### config.mk
export PLATFORM = sky130hd
export DESIGN_NAME = can_err_stat_reg
export DESIGN_NICKNAME = d
export VERILOG_FILES = /design/src/rtl/can_esr_pkg.sv /design/src/rtl/esr_sticky_bank.sv /design/src/rtl/esr_mask_reg.sv /design/src/rtl/esr_irq_merge.sv /design/src/rtl/can_err_stat_reg.sv
export SDC_FILE = /design/constraint.sdc
export NUM_CORES = 1
export LEC_CHECK = 0
export BUFFER_PORTS_ARGS = -buffer_cell sky130_fd_sc_hd__buf_2
export CAP_MARGIN = 0
export CORE_MARGIN = 1
export CORE_UTILIZATION = 50
export CTS_CLUSTER_SIZE = 30
export DETAILED_ROUTE_END_ITERATION = 6
export PLACE_DENSITY = 0.81
export SLEW_MARGIN = 5
export SYNTH_ARGS = -nofsm -noshare
export SYNTH_HDL_FRONTEND = slang
export SYNTH_HIERARCHICAL = 1
export SYNTH_SLANG_ARGS = --single-unit
### constraint.sdc
create_clock -name clk -period 1.9 [get_ports clk]
set_input_delay 0.19 -clock clk [delete_from_list [all_inputs] [get_ports clk]]
set_output_delay 0.19 -clock clk [all_outputs]
set_load 0.02 [all_outputs]
### src/rtl/can_esr_pkg.sv
package can_esr_pkg;

    typedef enum logic {
        SEL_STATUS = 1'b0,
        SEL_CTRL   = 1'b1
    } reg_sel_e;

    localparam int WORD_W     = 32;
    localparam int BUS_ERR_N  = 6;
    localparam int CAUSE_N    = 5;   // twrn, rwrn, boff, err, wake
    localparam int MASK_N     = 4;   // boff, err, twrn, rwrn

    // status word positions
    localparam int POS_TWRN_INT = 17;
    localparam int POS_RWRN_INT = 16;
    localparam int POS_BUS_LO   = 10;
    localparam int POS_TX_LVL   = 9;
    localparam int POS_RX_LVL   = 8;
    localparam int POS_IDLE     = 7;
    localparam int POS_TXRX     = 6;
    localparam int POS_FC_LO    = 4;
    localparam int POS_BOFF_INT = 2;
    localparam int POS_ERR_INT  = 1;
    localparam int POS_WAK_INT  = 0;

    // control word positions
    localparam int POS_M_BOFF = 15;
    localparam int POS_M_ERR  = 14;
    localparam int POS_M_TWRN = 11;
    localparam int POS_M_RWRN = 10;

    // cause bank indices
    localparam int C_TWRN = 4;
    localparam int C_RWRN = 3;
    localparam int C_BOFF = 2;
    localparam int C_ERR  = 1;
    localparam int C_WAK  = 0;

    // mask bank indices
    localparam int M_BOFF = 3;
    localparam int M_ERR  = 2;
    localparam int M_TWRN = 1;
    localparam int M_RWRN = 0;

endpackage

### src/rtl/esr_sticky_bank.sv
module esr_sticky_bank #(
    parameter int N = 6
) (
    input  logic         clk,
    input  logic         rst_n,
    input  logic [N-1:0] set_i,
    input  logic [N-1:0] clr_i,
    output logic [N-1:0] q_o
);

    for (genvar i = 0; i < N; i++) begin : g_bit
        always_ff @(posedge clk or negedge rst_n) begin
            if (!rst_n) begin
                q_o[i] <= 1'b0;
            end else if (set_i[i]) begin
                q_o[i] <= 1'b1;
            end else if (clr_i[i]) begin
                q_o[i] <= 1'b0;
            end
        end
    end

    // an event always survives a coincident clear
    p_set_wins_r7: assert property (@(posedge clk) disable iff (!rst_n)
        (set_i != '0) |=> ((q_o & $past(set_i)) == $past(set_i)));

    // no bit drops without a clear request
    p_hold_r2: assert property (@(posedge clk) disable iff (!rst_n)
        (clr_i == '0) |=> ((q_o & $past(q_o)) == $past(q_o)));

endmodule

### src/rtl/esr_mask_reg.sv
module esr_mask_reg
    import can_esr_pkg::*;
(
    input  logic              clk,
    input  logic              rst_n,
    input  logic              wr_i,
    input  logic [WORD_W-1:0] wdata_i,
    output logic [MASK_N-1:0] mask_o,
    output logic [WORD_W-1:0] word_o
);

    always_ff @(posedge clk or negedge rst_n) begin
        if (!rst_n) begin
            mask_o <= '0;
        end else if (wr_i) begin
            mask_o[M_BOFF] <= wdata_i[POS_M_BOFF];
            mask_o[M_ERR]  <= wdata_i[POS_M_ERR];
            mask_o[M_TWRN] <= wdata_i[POS_M_TWRN];
            mask_o[M_RWRN] <= wdata_i[POS_M_RWRN];
        end
    end

    always_comb begin
        word_o             = '0;
        word_o[POS_M_BOFF] = mask_o[M_BOFF];
        word_o[POS_M_ERR]  = mask_o[M_ERR];
        word_o[POS_M_TWRN] = mask_o[M_TWRN];
        word_o[POS_M_RWRN] = mask_o[M_RWRN];
    end

    // masks only move on a control write
    p_mask_stable_r8: assert property (@(posedge clk) disable iff (!rst_n)
        !wr_i |=> $stable(mask_o));

endmodule

### src/rtl/esr_irq_merge.sv
module esr_irq_merge
    import can_esr_pkg::*;
(
    input  logic [CAUSE_N-1:0] cause_i,
    input  logic [MASK_N-1:0]  mask_i,
    output logic               irq_o
);

    logic [MASK_N-1:0] hit;

    always_comb begin
        hit[M_BOFF] = cause_i[C_BOFF] & mask_i[M_BOFF];
        hit[M_ERR]  = cause_i[C_ERR]  & mask_i[M_ERR];
        hit[M_TWRN] = cause_i[C_TWRN] & mask_i[M_TWRN];
        hit[M_RWRN] = cause_i[C_RWRN] & mask_i[M_RWRN];
        irq_o       = |hit;
    end

endmodule

### src/rtl/can_err_stat_reg.sv
module can_err_stat_reg
    import can_esr_pkg::*;
(
    input  logic        clk,
    input  logic        rst_n,
    input  logic        reg_sel,
    input  logic        rd_en,
    input  logic        wr_en,
    input  logic [31:0] wdata,
    output logic [31:0] rdata,
    input  logic [5:0]  bus_err_ev,
    input  logic        tx_warn_ev,
    input  logic        rx_warn_ev,
    input  logic        busoff_ev,
    input  logic        wake_ev,
    input  logic        tx_warn_lvl,
    input  logic        rx_warn_lvl,
    input  logic        bus_idle,
    input  logic        txrx_busy,
    input  logic [1:0]  fault_conf,
    output logic        irq
);

    reg_sel_e           sel;
    logic               rd_status, wr_status, wr_ctrl;
    logic [BUS_ERR_N-1:0] bus_q, bus_clr;
    logic [CAUSE_N-1:0] cause_q, cause_set, cause_clr;
    logic [MASK_N-1:0]  mask_q;
    logic [WORD_W-1:0]  ctrl_word, status_word;

    assign sel       = reg_sel_e'(reg_sel);
    assign rd_status = rd_en && (sel == SEL_STATUS);
    assign wr_status = wr_en && (sel == SEL_STATUS);
    assign wr_ctrl   = wr_en && (sel == SEL_CTRL);

    assign bus_clr = {BUS_ERR_N{rd_status}};

    always_comb begin
        cause_set         = '0;
        cause_set[C_TWRN] = tx_warn_ev;
        cause_set[C_RWRN] = rx_warn_ev;
        cause_set[C_BOFF] = busoff_ev;
        cause_set[C_ERR]  = |bus_err_ev;
        cause_set[C_WAK]  = wake_ev;
        cause_clr         = '0;
        if (wr_status) begin
            cause_clr[C_TWRN] = wdata[POS_TWRN_INT];
            cause_clr[C_RWRN] = wdata[POS_RWRN_INT];
            cause_clr[C_BOFF] = wdata[POS_BOFF_INT];
            cause_clr[C_ERR]  = wdata[POS_ERR_INT];
            cause_clr[C_WAK]  = wdata[POS_WAK_INT];
        end
    end

    esr_sticky_bank #(.N(BUS_ERR_N)) u_bus_bank (
        .clk   (clk),
        .rst_n (rst_n),
        .set_i (bus_err_ev),
        .clr_i (bus_clr),
        .q_o   (bus_q)
    );

    esr_sticky_bank #(.N(CAUSE_N)) u_cause_bank (
        .clk   (clk),
        .rst_n (rst_n),
        .set_i (cause_set),
        .clr_i (cause_clr),
        .q_o   (cause_q)
    );

    esr_mask_reg u_mask (
        .clk     (clk),
        .rst_n   (rst_n),
        .wr_i    (wr_ctrl),
        .wdata_i (wdata),
        .mask_o  (mask_q),
        .word_o  (ctrl_word)
    );

    esr_irq_merge u_irq (
        .cause_i (cause_q),
        .mask_i  (mask_q),
        .irq_o   (irq)
    );

    always_comb begin
        status_word = '0;
        status_word[POS_TWRN_INT] = cause_q[C_TWRN];
        status_word[POS_RWRN_INT] = cause_q[C_RWRN];
        status_word[POS_BUS_LO +: BUS_ERR_N] = bus_q;
        status_word[POS_TX_LVL]   = tx_warn_lvl;
        status_word[POS_RX_LVL]   = rx_warn_lvl;
        status_word[POS_IDLE]     = bus_idle;
        status_word[POS_TXRX]     = txrx_busy;
        status_word[POS_FC_LO +: 2] = fault_conf;
        status_word[POS_BOFF_INT] = cause_q[C_BOFF];
        status_word[POS_ERR_INT]  = cause_q[C_ERR];
        status_word[POS_WAK_INT]  = cause_q[C_WAK];
    end

    always_ff @(posedge clk or negedge rst_n) begin
        if (!rst_n) begin
            rdata <= '0;
        end else if (rd_en) begin
            unique case (sel)
                SEL_STATUS: rdata <= status_word;
                SEL_CTRL:   rdata <= ctrl_word;
            endcase
        end
    end

    // a status read with no new event leaves the bus bits empty
    p_read_clears_r3: assert property (@(posedge clk) disable iff (!rst_n)
        (rd_status && bus_err_ev == '0) |=> (bus_q == '0));

    // any bus error raises the error cause
    p_err_cause_r4: assert property (@(posedge clk) disable iff (!rst_n)
        (bus_err_ev != '0) |=> cause_q[C_ERR]);

    // with every enable off the line is quiet
    p_irq_needs_mask_r9: assert property (@(posedge clk) disable iff (!rst_n)
        (mask_q == '0) |-> !irq);

    // reserved status positions read zero
    p_reserved_zero_r6: assert property (@(posedge clk) disable iff (!rst_n)
        $past(rd_status) |-> (rdata[31:18] == '0 && rdata[3] == 1'b0));

endmodule

Word level (Yosys, flattened, before mapping)
Index checks and enable logic that the tools add are counted.
{ "totals": {"input_bits": 53, "output_inout_bits": 33, "ff_bits": 47} }
{ "op_classes": {"n_reduce_logical": 16, "n_mux": 19, "n_bitwise": 5} }
{ "ops": {"columns": ["operator", "n"], "rows": [
  ["$pmux W32 S2", 1],
  ["$reduce_bool A2 Y1", 11],
  ["$mux W1", 17],
  ["$reduce_or A6 Y1", 1],
  ["$mux W5", 1],
  ["$and A1 B1 Y1", 4],
  ["$reduce_or A4 Y1", 1],
  ["$logic_and A1 B1 Y1", 3],
  ["$not A1 Y1", 1]
]} }

Logic depth before layout (Yosys ltp)
{ "logic_depth": {"depth_word": 5, "depth_mapped": 5} }

Modules after synthesis
Netlist, hierarchy kept.
{ "modules_own_cells": {"columns": ["mod", "n_inst", "seq_area_each_um2", "cells_each", "area_per_inst_um2"], "rows": [
  ["can_err_stat_reg", 1, 800.8, 150, 1471.4],
  ["esr_mask_reg", 1, 100.1, 41, 389.1],
  ["esr_sticky_bank (u_bus_bank)", 1, 150.1, 18, 217.7],
  ["esr_sticky_bank (u_cause_bank)", 1, 125.1, 15, 181.4],
  ["esr_irq_merge", 1, 0.0, 3, 18.8]
]} }

Worst setup path after synthesis
OpenSTA, ideal clock, no wires.
{ "synth_path": {"path_type": "input -> register", "from": "input port reg_sel", "to": "register u_mask.mask_o[0]", "cell_stages": 4, "path_slack_ns": 0.805, "arrival_ns": 0.970, "path_cell_list": "buf_6 > buf_6 > and2_1 > mux2_2"} }
{ "synth_between": {"elab_chain_len": 1} }
{ "synth_lines": {"columns": ["element", "line", "source"], "rows": [
  ["start: declaration", "can_err_stat_reg.sv:6", "input logic reg_sel,"],
  ["$logic_and A1 B1 Y1", "can_err_stat_reg.sv:34", "assign wr_ctrl = wr_en && (sel == SEL_CTRL);"],
  ["net wr_ctrl", "can_err_stat_reg.sv:25", "logic rd_status, wr_status, wr_ctrl;"],
  ["end signal: indexed assignment", "esr_mask_reg.sv:17", "mask_o[M_ERR] <= wdata_i[POS_M_ERR];"],
  ["end signal: indexed assignment", "esr_mask_reg.sv:18", "mask_o[M_TWRN] <= wdata_i[POS_M_TWRN];"],
  ["end signal: indexed assignment", "esr_mask_reg.sv:19", "mask_o[M_RWRN] <= wdata_i[POS_M_RWRN];"],
  ["end: declaration", "esr_mask_reg.sv:8", "output logic [MASK_N-1:0] mask_o,"]
]} }
The timed path passes the listed nets, and every way through them passes these cells.
A chain may end at the register's enable or synchronous reset.

Final worst setup path
{ "layout_path": {"from": "register u_cause_bank.q_o[1]", "to": "output port irq"} }
{ "layout_between": {"elab_chain_len": 2} }
{ "layout_lines": {"columns": ["element", "line", "source"], "rows": [
  ["start: declaration", "esr_sticky_bank.sv:8", "output logic [N-1:0] q_o"],
  ["start signal: indexed assignment", "esr_sticky_bank.sv:14", "q_o[i] <= 1'b0;"],
  ["start signal: indexed assignment", "esr_sticky_bank.sv:16", "q_o[i] <= 1'b1;"],
  ["start signal: indexed assignment", "esr_sticky_bank.sv:18", "q_o[i] <= 1'b0;"],
  ["$and A1 B1 Y1", "esr_irq_merge.sv:13", "hit[M_ERR] = cause_i[C_ERR] & mask_i[M_ERR];"],
  ["$reduce_or A4 Y1", "esr_irq_merge.sv:16", "irq_o = |hit;"],
  ["end: declaration", "can_err_stat_reg.sv:21", "output logic irq"]
]} }
No other way between the ends.

==> impl_metrics.env <==
export IMPL_synth_ff_type="dfrtp_1"
export IMPL_p_int_mw=1.50
export IMPL_sw_frac_of_total_pct=29.6
export IMPL_synthTopCellsByCount="dfrtp_1, buf_4, inv_1, nor2_1"
export IMPL_maxSlewHeadroom_pct=60.8
export IMPL_cts_hold_buffers=1
export IMPL_maxCapViolations=0
export IMPL_synth_top_area_share_pct=51.6
export IMPL_row_count=24
export IMPL_r2r_start="u_mask/mask_o[1]"
export IMPL_die_area_mm2=0.00483
export IMPL_period_share_pct=71.3
export IMPL_async_flop_share_pct=100
export IMPL_post_cts_buffers=0
export IMPL_place_gp_congestion=0.752
export IMPL_rsz0062_at_grt="no"
export IMPL_ios=86
export IMPL_cpPeakStageDelay_ns=0.41
export IMPL_grt_pass1_vias=1519
export IMPL_worstPathRequired_ns=1.71
export IMPL_holdCritPathClass="input port to register"
export IMPL_p_leak_nw=1.28
export IMPL_grt_usage_pct=17.8
export IMPL_num_nets_final=339
export IMPL_max_clock_freq_mhz=738
export IMPL_synth_top_area_cell="dfrtp_1"
export IMPL_area_growth_pct=12.8
export IMPL_cts_sinks=47
export IMPL_synth_most_common_cell="dfrtp_1"
export IMPL_clock_skew_ns=0.00344
export IMPL_overflow=0
export IMPL_end_kind="output port"
export IMPL_antenna_found_initial=0
export IMPL_critPathSlowestCell="dfrtp_1"
export IMPL_placed_cell_area_mm2=0.00247
export IMPL_ys_top_cells_by_area="dfrtp_1, buf_4, mux2i_1, inv_1, a21oi_1"
export IMPL_cts_root_buf="clkbuf_8"
export IMPL_cp_cell_sequence="a22oi_1, nand2_1, buf_2"
export IMPL_wl_per_cell_um=11.8
export IMPL_power_density_mw_per_mm2=827
export IMPL_drt_initial_drc_count=72
export IMPL_clockPowerShare_pct=28.1
export IMPL_design_power_total_mw=2.13
export IMPL_hp_start="wake_ev"
export IMPL_outcome="complete, no violations"
export IMPL_cp_start_kind="register"
export IMPL_grt_max_degree=48
export IMPL_clockBufferDepth=2
export IMPL_port_buffers=62
export IMPL_drc=0
export IMPL_syn_area_mm2=0.00228
export IMPL_peakVddDrop_v=0.000518
export IMPL_cp_max_fo=3
export IMPL_timing_critical_path_from="u_cause_bank/q_o[1]"
export IMPL_insertion_delay_ns=0.30
export IMPL_combPwrFrac_pct=18.2
export IMPL_setup_viol=0
export IMPL_min_period_ns=1.35
export IMPL_firstDrtPassIters=6
export IMPL_die_w_um=69.5
export IMPL_core_area_mm2=0.00435
export IMPL_layout_drive_gt1_share_pct=27.5
export IMPL_syn_inst=227
export IMPL_final_setup_tns_ns=0
export IMPL_netSwitchingPower_mw=0.630
export IMPL_ys_seq_area_share_pct=51.6
export IMPL_synth_seq_cells=47
export IMPL_dp_hpwl_um=2880
export IMPL_cts_tree="built"
export IMPL_drv_slew=0
export IMPL_crit_type="register to output port"
export IMPL_die_h_um=69.5
export IMPL_drt_vias_per_instance=4.61
export IMPL_grt_pass1_wl_um=6800
export IMPL_cts_resized=0
export IMPL_drtAntennaViolNets=0
export IMPL_synth_enable_flop_cells=0
export IMPL_stdcell_area_mm2=0.00257
export IMPL_clk_pin_slew_ns=0.09
export IMPL_avgSynthCellArea_um2=10.0
export IMPL_routed_wl_um=4000
export IMPL_start_util_pct=52.3
export IMPL_ys_warnings_count=6
export IMPL_p_seq_share_pct=53.7
export IMPL_vias=1563
export IMPL_arrival_ns=1.16
export IMPL_worst_pin_slew_ns=0.588
export IMPL_htreeDepth=2
export IMPL_hold_viol_final=0
export IMPL_n_antenna_cell=0
export IMPL_yosysUniqueCellTypes=20
export IMPL_cts_made_buffers=5
[power by group through the flow]
| stage | clock network, mW | logic [mW] | registers [mW] |
|---|---|---|---|
| global route | 0.658 | 0.429 | 1.15 |
| detailed placement | 0 | 0.389 | 1.16 |
| finish | 0.597 | 0.387 | 1.14 |
| global placement | 0 | 0.380 | 1.16 |
| floorplan | 0 | 0.220 | 1.24 |
| CTS | 0.612 | 0.393 | 1.14 |
[worst paths after layout]
check,slack (ns),cells after the start,end
setup / recovery,0.55,3,irq
min in group asynchronous,0.51,3,rdata[24]
max in group asynchronous,0.97,3,rdata[13]
hold reg to reg,0.48,1,u_bus_bank/q_o[4]
hold / removal,0.06,2,u_cause_bank/q_o[0]
setup reg to reg,1.09,1,u_mask/mask_o[1]
[layout by cell type (no fill, tap or decap), types with 4 or more instances in the layout]
cell and n:
conb_1 28, clkbuf_8 5, mux2_2 4, and2_1 6, a21oi_1 17, nor2_1 18, buf_2 62, buf_4 5
dfrtp_1 47, nand3_1 15, a21o_1 11, mux2i_1 17, inv_1 26, o21ai_0 15
[worst max-delay path, delay by kind of cell (launching register included)]
family                 cells  cell delay (ns)
buffers and inverters      1             0.17
AND/OR/NAND/NOR            1             0.09
flip-flops                 1             0.41
AO/OA/AOI/OAI              1             0.20
[registers in the layout, indices dropped and copies added (netlist names)]
signal and count:
rdata 32, u_bus_bank/q_o 6, u_cause_bank/q_o 5, u_mask/mask_o 4
[kinds of logic (layout without fill, tap and decap cells)]
family                 Yosys count  in the layout  synth area share, %
multiplexers                    21             21                 9.45
other                            1             28                0.165
flip-flops                      47             47                 51.6
AND/OR/NAND/NOR                 44             44                 9.06
AO/OA/AOI/OAI                   45             45                 11.3
buffers and inverters           69            102                 18.4
[metrics by stage]
step	utilization, %	setup WS (ns)	hold slack (ns)	instances
after floorplan	-	0.805	-0.106	254
after global placement	56.8	0.712	0.311	330
after detailed placement	56.8	0.702	0.319	330
after CTS	59.0	0.557	0.0568	339
after global routing	59.0	0.518	0.0676	339
final	59.0	0.545	0.0620	339
[layout make-up]
cell class	instances	area, um2
fillers	382	1780
clock buffers	5	68.8
multi-input cells	138	785
flip-flops and latches	47	1180
clock inverters	3	20.0
well taps	52	65.1
repair buffers	68	358
inverters	26	97.6
[layer usage]
layer	vias to the layer above	part of all wire [%]	global-route usage [%]
li1	790	-	-
met1	731	45	22.3
met2	36	49	30.2
met3	6	3.9	3.92
met4	0	1.5	6.12
met5	-	0	0
No activity file was read; power rests on OpenSTA's default activity.
